### src/rtl/vbi_pkg.sv
package vbi_pkg;
  localparam int VBI_LINE_W = 9;

  typedef struct packed {
    logic hdr_en;
    logic all_lines;
    logic even_en;
    logic odd_en;
  } vbi_ctrl_t;

  typedef enum logic [1:0] {
    SEL_CTRL  = 2'd0,
    SEL_START = 2'd1,
    SEL_LIMIT = 2'd2
  } vbi_sel_e;

  // 6 payload bits, bit6 = parity (XOR), bit7 = its complement
  function automatic logic [7:0] tag_byte(input logic [5:0] payload);
    logic p;
    p = ^payload;
    return {~p, p, payload};
  endfunction
endpackage

### src/rtl/vbi_cfg_regs.sv
module vbi_cfg_regs
  import vbi_pkg::*;
#(
  parameter int START_W   = 8,
  parameter int LIMIT_W   = 12,
  parameter logic [START_W-1:0] START_RST = 8'h7A,
  parameter logic [LIMIT_W-1:0] LIMIT_RST = 12'd1440
) (
  input  logic                  clk,
  input  logic                  rst_n,
  input  logic                  cfg_we,
  input  logic [1:0]            cfg_sel,
  input  logic [15:0]           cfg_wdata,
  input  logic                  mask_we,
  input  logic [VBI_LINE_W-1:0] mask_line,
  input  logic                  mask_bit,
  input  logic [VBI_LINE_W-1:0] rd_line,
  output vbi_ctrl_t             ctrl,
  output logic [START_W-1:0]    start_ofs,
  output logic [LIMIT_W-1:0]    slot_lim,
  output logic                  rd_mask
);
  localparam int NLINES = 1 << VBI_LINE_W;

  logic [NLINES-1:0] mask_q;

  always_ff @(posedge clk) begin
    if (!rst_n) begin
      ctrl      <= '0;
      start_ofs <= START_RST;
      slot_lim  <= LIMIT_RST;
    end else if (cfg_we) begin
      case (vbi_sel_e'(cfg_sel))
        SEL_CTRL:  ctrl      <= vbi_ctrl_t'(cfg_wdata[3:0]);
        SEL_START: start_ofs <= cfg_wdata[START_W-1:0];
        SEL_LIMIT: slot_lim  <= cfg_wdata[LIMIT_W-1:0];
        default:   ;
      endcase
    end
  end

  always_ff @(posedge clk) begin
    if (!rst_n) mask_q <= '0;
    else if (mask_we) mask_q[mask_line] <= mask_bit;
  end

  assign rd_mask = mask_q[rd_line];


  reset_ctrl_chk: assert property (@(posedge clk) $rose(rst_n) |-> (ctrl == '0 && start_ofs == START_RST));
endmodule

### src/rtl/vbi_line_sel.sv
module vbi_line_sel
  import vbi_pkg::*;
(
  input  vbi_ctrl_t             ctrl,
  input  logic                  fld_even,
  input  logic [VBI_LINE_W-1:0] line_num,
  input  logic                  eq_line,
  input  logic                  mask_hit,
  output logic                  pick,
  output logic                  fld_ok,
  output logic [7:0]            hdr1,
  output logic [7:0]            hdr2
);
  always_comb begin
    fld_ok = fld_even ? ctrl.even_en : ctrl.odd_en;
    pick   = fld_ok && (ctrl.all_lines ? !eq_line : mask_hit);
    hdr1   = tag_byte({fld_even, line_num[8:4]});
    hdr2   = tag_byte({2'b00, line_num[3:0]});
  end
endmodule

### src/rtl/vbi_framer.sv
module vbi_framer
  import vbi_pkg::*;
#(
  parameter int START_W = 8,
  parameter int LIMIT_W = 12
) (
  input  logic               clk,
  input  logic               rst_n,
  input  logic               smp_valid,
  input  logic [7:0]         smp_data,
  input  logic               hs_mid,
  input  logic               pick,
  input  logic               fld_ok,
  input  logic               hdr_en,
  input  logic [7:0]         hdr1,
  input  logic [7:0]         hdr2,
  input  logic [START_W-1:0] start_ofs,
  input  logic [LIMIT_W-1:0] slot_lim,
  output logic               vbi_valid,
  input  logic               vbi_ready,
  output logic [7:0]         vbi_data,
  output logic               vbi_sol
);
  localparam int SKIP_W = START_W + 1;

  logic               active_q, fld_ok_q, hdr_q;
  logic [7:0]         hdr1_q, hdr2_q;
  logic [SKIP_W-1:0]  skip_cnt, skip_end;
  logic [LIMIT_W-1:0] slot_cnt, lim_q;
  logic               skip_done, room, emit, in_hdr;
  logic [7:0]         slot_byte;

  assign skip_done = (skip_cnt == skip_end);
  assign room      = (slot_cnt < lim_q);
  assign emit      = !hs_mid && smp_valid && active_q && skip_done && room;
  assign in_hdr    = hdr_q && (slot_cnt < LIMIT_W'(4));

  always_comb begin
    slot_byte = smp_data;
    if (in_hdr) begin
      case (slot_cnt[1:0])
        2'd0: slot_byte = 8'hFF;
        2'd1: slot_byte = hdr1_q;
        2'd2: slot_byte = hdr2_q;
        default: slot_byte = 8'h00;
      endcase
    end
  end

  // line state: snapshot at the pulse, then skip and slot counters
  always_ff @(posedge clk) begin
    if (!rst_n) begin
      active_q <= 1'b0;
      fld_ok_q <= 1'b0;
      hdr_q    <= 1'b0;
      hdr1_q   <= '0;
      hdr2_q   <= '0;
      skip_cnt <= '0;
      skip_end <= '0;
      slot_cnt <= '0;
      lim_q    <= '0;
    end else if (hs_mid) begin
      active_q <= pick;
      fld_ok_q <= fld_ok;
      hdr_q    <= hdr_en;
      hdr1_q   <= hdr1;
      hdr2_q   <= hdr2;
      skip_cnt <= '0;
      skip_end <= {start_ofs, 1'b0};
      slot_cnt <= '0;
      lim_q    <= slot_lim;
    end else if (smp_valid && active_q) begin
      if (!skip_done) skip_cnt <= skip_cnt + 1'b1;
      else if (room)  slot_cnt <= slot_cnt + 1'b1;
    end
  end

  // output register, holds under back-pressure
  always_ff @(posedge clk) begin
    if (!rst_n) begin
      vbi_valid <= 1'b0;
      vbi_data  <= '0;
      vbi_sol   <= 1'b0;
    end else if (!vbi_valid || vbi_ready) begin
      vbi_valid <= emit;
      vbi_data  <= slot_byte;
      vbi_sol   <= emit && (slot_cnt == '0);
    end
  end


  stall_hold_chk: assert property (@(posedge clk) disable iff (!rst_n)
    vbi_valid && !vbi_ready |=> vbi_valid && $stable(vbi_data) && $stable(vbi_sol));

  slot_bound_chk: assert property (@(posedge clk) disable iff (!rst_n) slot_cnt <= lim_q);

  hdr_lead_chk: assert property (@(posedge clk) disable iff (!rst_n)
    vbi_valid && vbi_sol && hdr_q && $stable(hdr_q) |-> vbi_data == 8'hFF);

  field_gate_chk: assert property (@(posedge clk) disable iff (!rst_n) emit |-> fld_ok_q);
endmodule

### src/rtl/vbi_raw_framer.sv
module vbi_raw_framer
  import vbi_pkg::*;
#(
  parameter int START_W = 8,
  parameter int LIMIT_W = 12,
  parameter logic [START_W-1:0] START_RST = 8'h7A,
  parameter logic [LIMIT_W-1:0] LIMIT_RST = 12'd1440
) (
  input  logic        clk,
  input  logic        rst_n,
  input  logic        smp_valid,
  input  logic [7:0]  smp_data,
  input  logic        hs_mid,
  input  logic        fld_even,
  input  logic [8:0]  line_num,
  input  logic        eq_line,
  input  logic        cfg_we,
  input  logic [1:0]  cfg_sel,
  input  logic [15:0] cfg_wdata,
  input  logic        mask_we,
  input  logic [8:0]  mask_line,
  input  logic        mask_bit,
  output logic        vbi_valid,
  input  logic        vbi_ready,
  output logic [7:0]  vbi_data,
  output logic        vbi_sol
);
  vbi_ctrl_t          ctrl;
  logic [START_W-1:0] start_ofs;
  logic [LIMIT_W-1:0] slot_lim;
  logic               mask_hit, pick, fld_ok;
  logic [7:0]         hdr1, hdr2;

  vbi_cfg_regs #(
    .START_W(START_W), .LIMIT_W(LIMIT_W), .START_RST(START_RST), .LIMIT_RST(LIMIT_RST)
  ) u_regs (
    .clk(clk), .rst_n(rst_n), .cfg_we(cfg_we), .cfg_sel(cfg_sel), .cfg_wdata(cfg_wdata),
    .mask_we(mask_we), .mask_line(mask_line), .mask_bit(mask_bit), .rd_line(line_num),
    .ctrl(ctrl), .start_ofs(start_ofs), .slot_lim(slot_lim), .rd_mask(mask_hit)
  );

  vbi_line_sel u_sel (
    .ctrl(ctrl), .fld_even(fld_even), .line_num(line_num), .eq_line(eq_line),
    .mask_hit(mask_hit), .pick(pick), .fld_ok(fld_ok), .hdr1(hdr1), .hdr2(hdr2)
  );

  vbi_framer #(.START_W(START_W), .LIMIT_W(LIMIT_W)) u_frm (
    .clk(clk), .rst_n(rst_n), .smp_valid(smp_valid), .smp_data(smp_data), .hs_mid(hs_mid),
    .pick(pick), .fld_ok(fld_ok), .hdr_en(ctrl.hdr_en), .hdr1(hdr1), .hdr2(hdr2),
    .start_ofs(start_ofs), .slot_lim(slot_lim), .vbi_valid(vbi_valid), .vbi_ready(vbi_ready),
    .vbi_data(vbi_data), .vbi_sol(vbi_sol)
  );
endmodule

### config.mk
export PLATFORM = sky130hd
export DESIGN_NAME = vbi_raw_framer
export DESIGN_NICKNAME = d
export VERILOG_FILES = /design/src/rtl/vbi_pkg.sv /design/src/rtl/vbi_cfg_regs.sv /design/src/rtl/vbi_line_sel.sv /design/src/rtl/vbi_framer.sv /design/src/rtl/vbi_raw_framer.sv
export SDC_FILE = /design/constraint.sdc
export NUM_CORES = 1
export LEC_CHECK = 0
export ABC_AREA = 1
export CORE_MARGIN = 2
export CORE_UTILIZATION = 46
export CTS_CLUSTER_SIZE = 8
export DETAILED_ROUTE_END_ITERATION = 7
export DONT_BUFFER_PORTS = 1
export GPL_TIMING_DRIVEN = 1
export PLACE_DENSITY = 0.62
export SETUP_SLACK_MARGIN = 0.15
export SLEW_MARGIN = 20
export SYNTH_ARGS = -nofsm -noshare
export SYNTH_HDL_FRONTEND = slang
export SYNTH_SLANG_ARGS = --single-unit
export TNS_END_PERCENT = 10
### constraint.sdc
create_clock -name clk -period 2.22 [get_ports clk]
set_input_delay 0 -clock clk [delete_from_list [all_inputs] [get_ports clk]]
set_output_delay 0 -clock clk [all_outputs]
set_load 0.02 [all_outputs]
==> out/metrics.csv <==
stage,metric,value,unit
run_status,status,"finished, violations left",
run_status,violations,negative setup slack,
sta,maxSlewViolCount,0,
worst_setup_path,regToRegSetupSlack,0.25,ns
synthesis,synth_top_family_by_area,simple AND/OR/NAND/NOR gates,
synthesis,yosysSeqAreaShare,0.4049,
route,vias,33330,
sta,rsz0062_at_grt,no,
cells_and_area,fin_nets,4851,
global_route,grtUsageTotal,0.3455,
clock_tree,path_clk_slew,0.05,ns
floorplan,io_pins,64,
sta,skew,0.02141,ns
synthesis,synth-compound-area-share,0.1561,
route,wl_per_cell,21.00,um
sta,setup_ws,-0.2578,ns
global_route,busiest_layer,met2,
floorplan,fp.dieH,258.6,um
global_route,antenna_found_initial,1,
power,powerDensity,652.8,nW/um^2
synthesis,postSynthCellCount,4511,
worst_setup_path,cpPeakStageDelay,0.67,ns
floorplan,rows,93,
worst_setup_path,critPathTopFamily,simple AND/OR/NAND/NOR gates,
sta,min_period_over_period,1.116,
clock_tree,htreeDepth,3,
sta,tightest_slew,1.216,ns
synthesis,synth_mux_area_frac,0,
worst_setup_path,cp_cell_sequence,"inv_8, buf_12, buf_12, nand2_1, nand3_1, nand2_1, nand2_1, nand3_1, nor2_1, nor2_1, nand2_1, nand2_1, nand3_1, nand3_1, nand2_1, nand2_1, nand2_1, nand2_1",
synthesis,yosys.area_share.simple,0.3291,
route,vias_per_cell,5.912,
floorplan,start_util,0.4642,
worst_setup_path,arrival,3.00,ns
cells_and_area,layout.cells.non_filler,5638,
global_route,grt_pass1_vias,31180,
cells_and_area,fin_util,0.5809,
placed_design,port_buffers,0,
route,drt_pass1_iterations,8,
hold_path,min-delay-start,cfg_wdata[7],
synthesis,synth_top_area_share,0.4049,
hold_path,hold_path_class,input pin to register,
clock_tree,clockRootBuffer,clkbuf_16,
floorplan,die_w,258.6,um
cells_and_area,antenna_cells,0,
synthesis,synth.area.top_cells,"dfxtp_1, nor3_1, nand2_1",
clock_tree,cts_made_buffers,85,
placed_design,dp_slack,0.05209,ns
placed_design,place_inst,5080,
power,ir_drop,0.4347,mV
clock_tree,numClockSinks,603,
synthesis,synthAdderAreaFrac,0.006715,
cells_and_area,final.fill_count,6163,
route,drt_drc_violations_left,0,
placed_design,hpwl,53980,um
synthesis,ys_types,37,
sta,hold_viol_final,0,
hold_path,holdPathStages,3,
global_route,grt_max_degree,409,
worst_setup_path,cp_common_cell,nand2_1,
synthesis,ys_ff_latch,603,
route,drt_iter0_markers,4312,
clock_tree,cts_tree,built,
power,p_total,24.36,mW
floorplan,die_area,66860,um^2
worst_setup_path,crit_slowest_cell,inv_8,
cells_and_area,drive_gt1_frac,0.05478,
worst_setup_path,cp-start-kind,input pin,
power,power_leakage,14.10,nW
floorplan,coreArea,64230,um^2
route,wirelength,118400,um
clock_tree,clk_path_buf_depth,3,
placed_design,place_congestion,0.8467,
synthesis,synth_xor_area_frac,0.002056,
global_route,grt_pass1_wl,182000,um
flow_run,maxCapViolCount,0,
sta,clock.fmax,403.6,MHz
clock_tree,postCtsSetupBuffers,0,
global_route,met2_usage,0.5540,
worst_setup_path,cp.required,2.74,ns
cells_and_area,final_cell_mix,"nand2_1, nor3_1, dfxtp_1, a21oi_1, dlygate4sd3_1",
clock_tree,clk_latency,0.63,ns
sta,slew_headroom,0.1884,
global_route,use_met3,0.06886,
global_route,use_met1,0.4496,
synthesis,synth_fp_nets,4581,
cells_and_area,final_common_cell,nand2_1,
worst_setup_path,critPathKind,input pin to register,
global_route,overflow,0,
worst_setup_path,ff2ff_path_depth,11,
synthesis,netlist_area,29810,um^2
cells_and_area,area_delta_synth_final,25.15,%
worst_setup_path,path_buf_inv,3,
hold_path,hold_end,u_regs.slot_lim[7]$_SDFFE_PN1P_,
route,ant_nets,0,
sta,setup_viol,1,
worst_setup_path,worstPathMaxFanout,266,
synthesis,synth.largest_area_cell,dfxtp_1,
synthesis,syn_avg_cell_area,6.609,um^2
worst_setup_path,worstReg2RegEnd,u_frm.slot_cnt[11]$_SDFFE_PP0P_,
worst_setup_path,end_kind,register,
synthesis,synth-warning-count,0,
worst_setup_path,reg2reg_from,u_frm.slot_cnt[9]$_SDFFE_PP0P_,
sta,layout_min_cycle_time,2.478,ns
[worst max-delay path by stage]
stage                                           start                         endpoint  slack [ns]  cells after the start
after floorplan           u_frm.lim_q[1]$_SDFFE_PN0P_   u_frm.slot_cnt[8]$_SDFFE_PP0P_        0.31                     13
after global placement    u_frm.lim_q[9]$_SDFFE_PN0P_   u_frm.slot_cnt[9]$_SDFFE_PP0P_        0.05                     12
after detailed placement                  line_num[0]      u_frm.active_q$_SDFFE_PN0P_        0.05                     18
after CTS                 u_frm.lim_q[1]$_SDFFE_PN0P_  u_frm.slot_cnt[11]$_SDFFE_PP0P_        0.13                     13
after global routing      u_frm.lim_q[5]$_SDFFE_PN0P_  u_frm.slot_cnt[11]$_SDFFE_PP0P_         0.1                     12
final                                     line_num[0]      u_frm.active_q$_SDFFE_PN0P_       -0.26                     18
[sequential cells by signal (all words and copies together) (netlist names), 4 cells and up]
| signal | count |
|---|---|
| u_regs.ctrl | 4 |
| u_frm.skip_end | 8 |
| u_regs.mask_q | 512 |
| u_frm.skip_cnt | 9 |
| u_frm.lim_q | 12 |
| u_regs.start_ofs | 8 |
| u_frm.slot_cnt | 12 |
| u_frm.hdr1_q | 8 |
| u_frm.hdr2_q | 6 |
| u_frm.vbi_data | 8 |
| u_regs.slot_lim | 12 |
[power breakdown]
part / switching (mW) / leakage [nW] / internal (mW) / total (mW)
combinational: 1.28 / 8.15 / 0.513 / 1.79
sequential: 0.0592 / 4.87 / 10.9 / 11.0
clock: 4.76 / 1.08 / 6.82 / 11.6
total: 6.09 / 14.1 / 18.3 / 24.4
[synthesized netlist by cell type]
cell and count:
a21o_1 2, o21bai_1 1, inv_4 1, and3_1 1, or2_0 1, inv_2 4
clkinv_1 4, nor3_2 2, dfxtp_1 603, a31o_2 1, o21ai_1 37, nor2_2 7
buf_2 53, o22ai_1 6, o21ai_0 286, nand4_1 5, a211oi_1 2, clkbuf_1 302
a21oi_1 559, buf_4 13, o21a_1 2, buf_6 21, a31oi_1 7, ha_1 16
o211ai_1 4, a221o_1 6, xnor2_1 2, nor2_1 331, buf_1 3, xor2_1 5
nand2_1 825, nor3b_1 5, nand3_1 256, nor3_1 807, nor4_1 1, a21boi_0 1
inv_1 329
[worst register-to-register path: stages, from the launching register on]
cell and delay [ns]:
dfxtp_1 0.38, ha_1 0.26, a21oi_1 0.16, o21ai_0 0.11, a21oi_1 0.18, nand2_2 0.09
nor2_4 0.12, nand2_4 0.10, inv_2 0.11, nand4_1 0.11, nor2_1 0.15, nor3b_2 0.06
[routing by layer]
metal / vias to the layer above / wire, um
li1: 15530 / -
met1: 15660 / 47440
met2: 1768 / 53050
met3: 365 / 12230
met4: 2 / 5666
met5: - / 10
[final cells by class]
type,count,area (um^2),area share
tap,855,1070,0.02867
inverter,338,1299,0.03481
timing repair buffer,575,5736,0.1537
sequential,603,12070,0.3235
clock buffer,87,2177,0.05835
multi-input combinational,3178,14940,0.4005
clock inverter,2,16.27,0.0004359
[what timing repair did]
action                                  4_1_cts  5_1_grt
resized for setup                             1       24
hold buffers                                469        0
pin swaps                                     0        1
endpoints found under the hold margin       592        0
endpoints found under the setup margin        3       53
[per-stage QoR]
stage               TNS [ns]  hold WS, ns  area [um^2]
global placement           0      0.09293        30310
finish               -0.2578      0.04557        37310
global route               0      0.03735        37310
floorplan                  0       0.1263        29810
CTS                        0     0.009600        37230
detailed placement         0      0.09384        30310
[cells by family after synthesis]
group	Yosys count
flip-flops	603
buffers and inverters	730
XOR/XNOR	7
AND/OR/NAND/NOR	2241
adder cells (fa/ha/maj)	16
AO/OA/AOI/OAI	914
No activity file was read; power rests on OpenSTA's default activity.
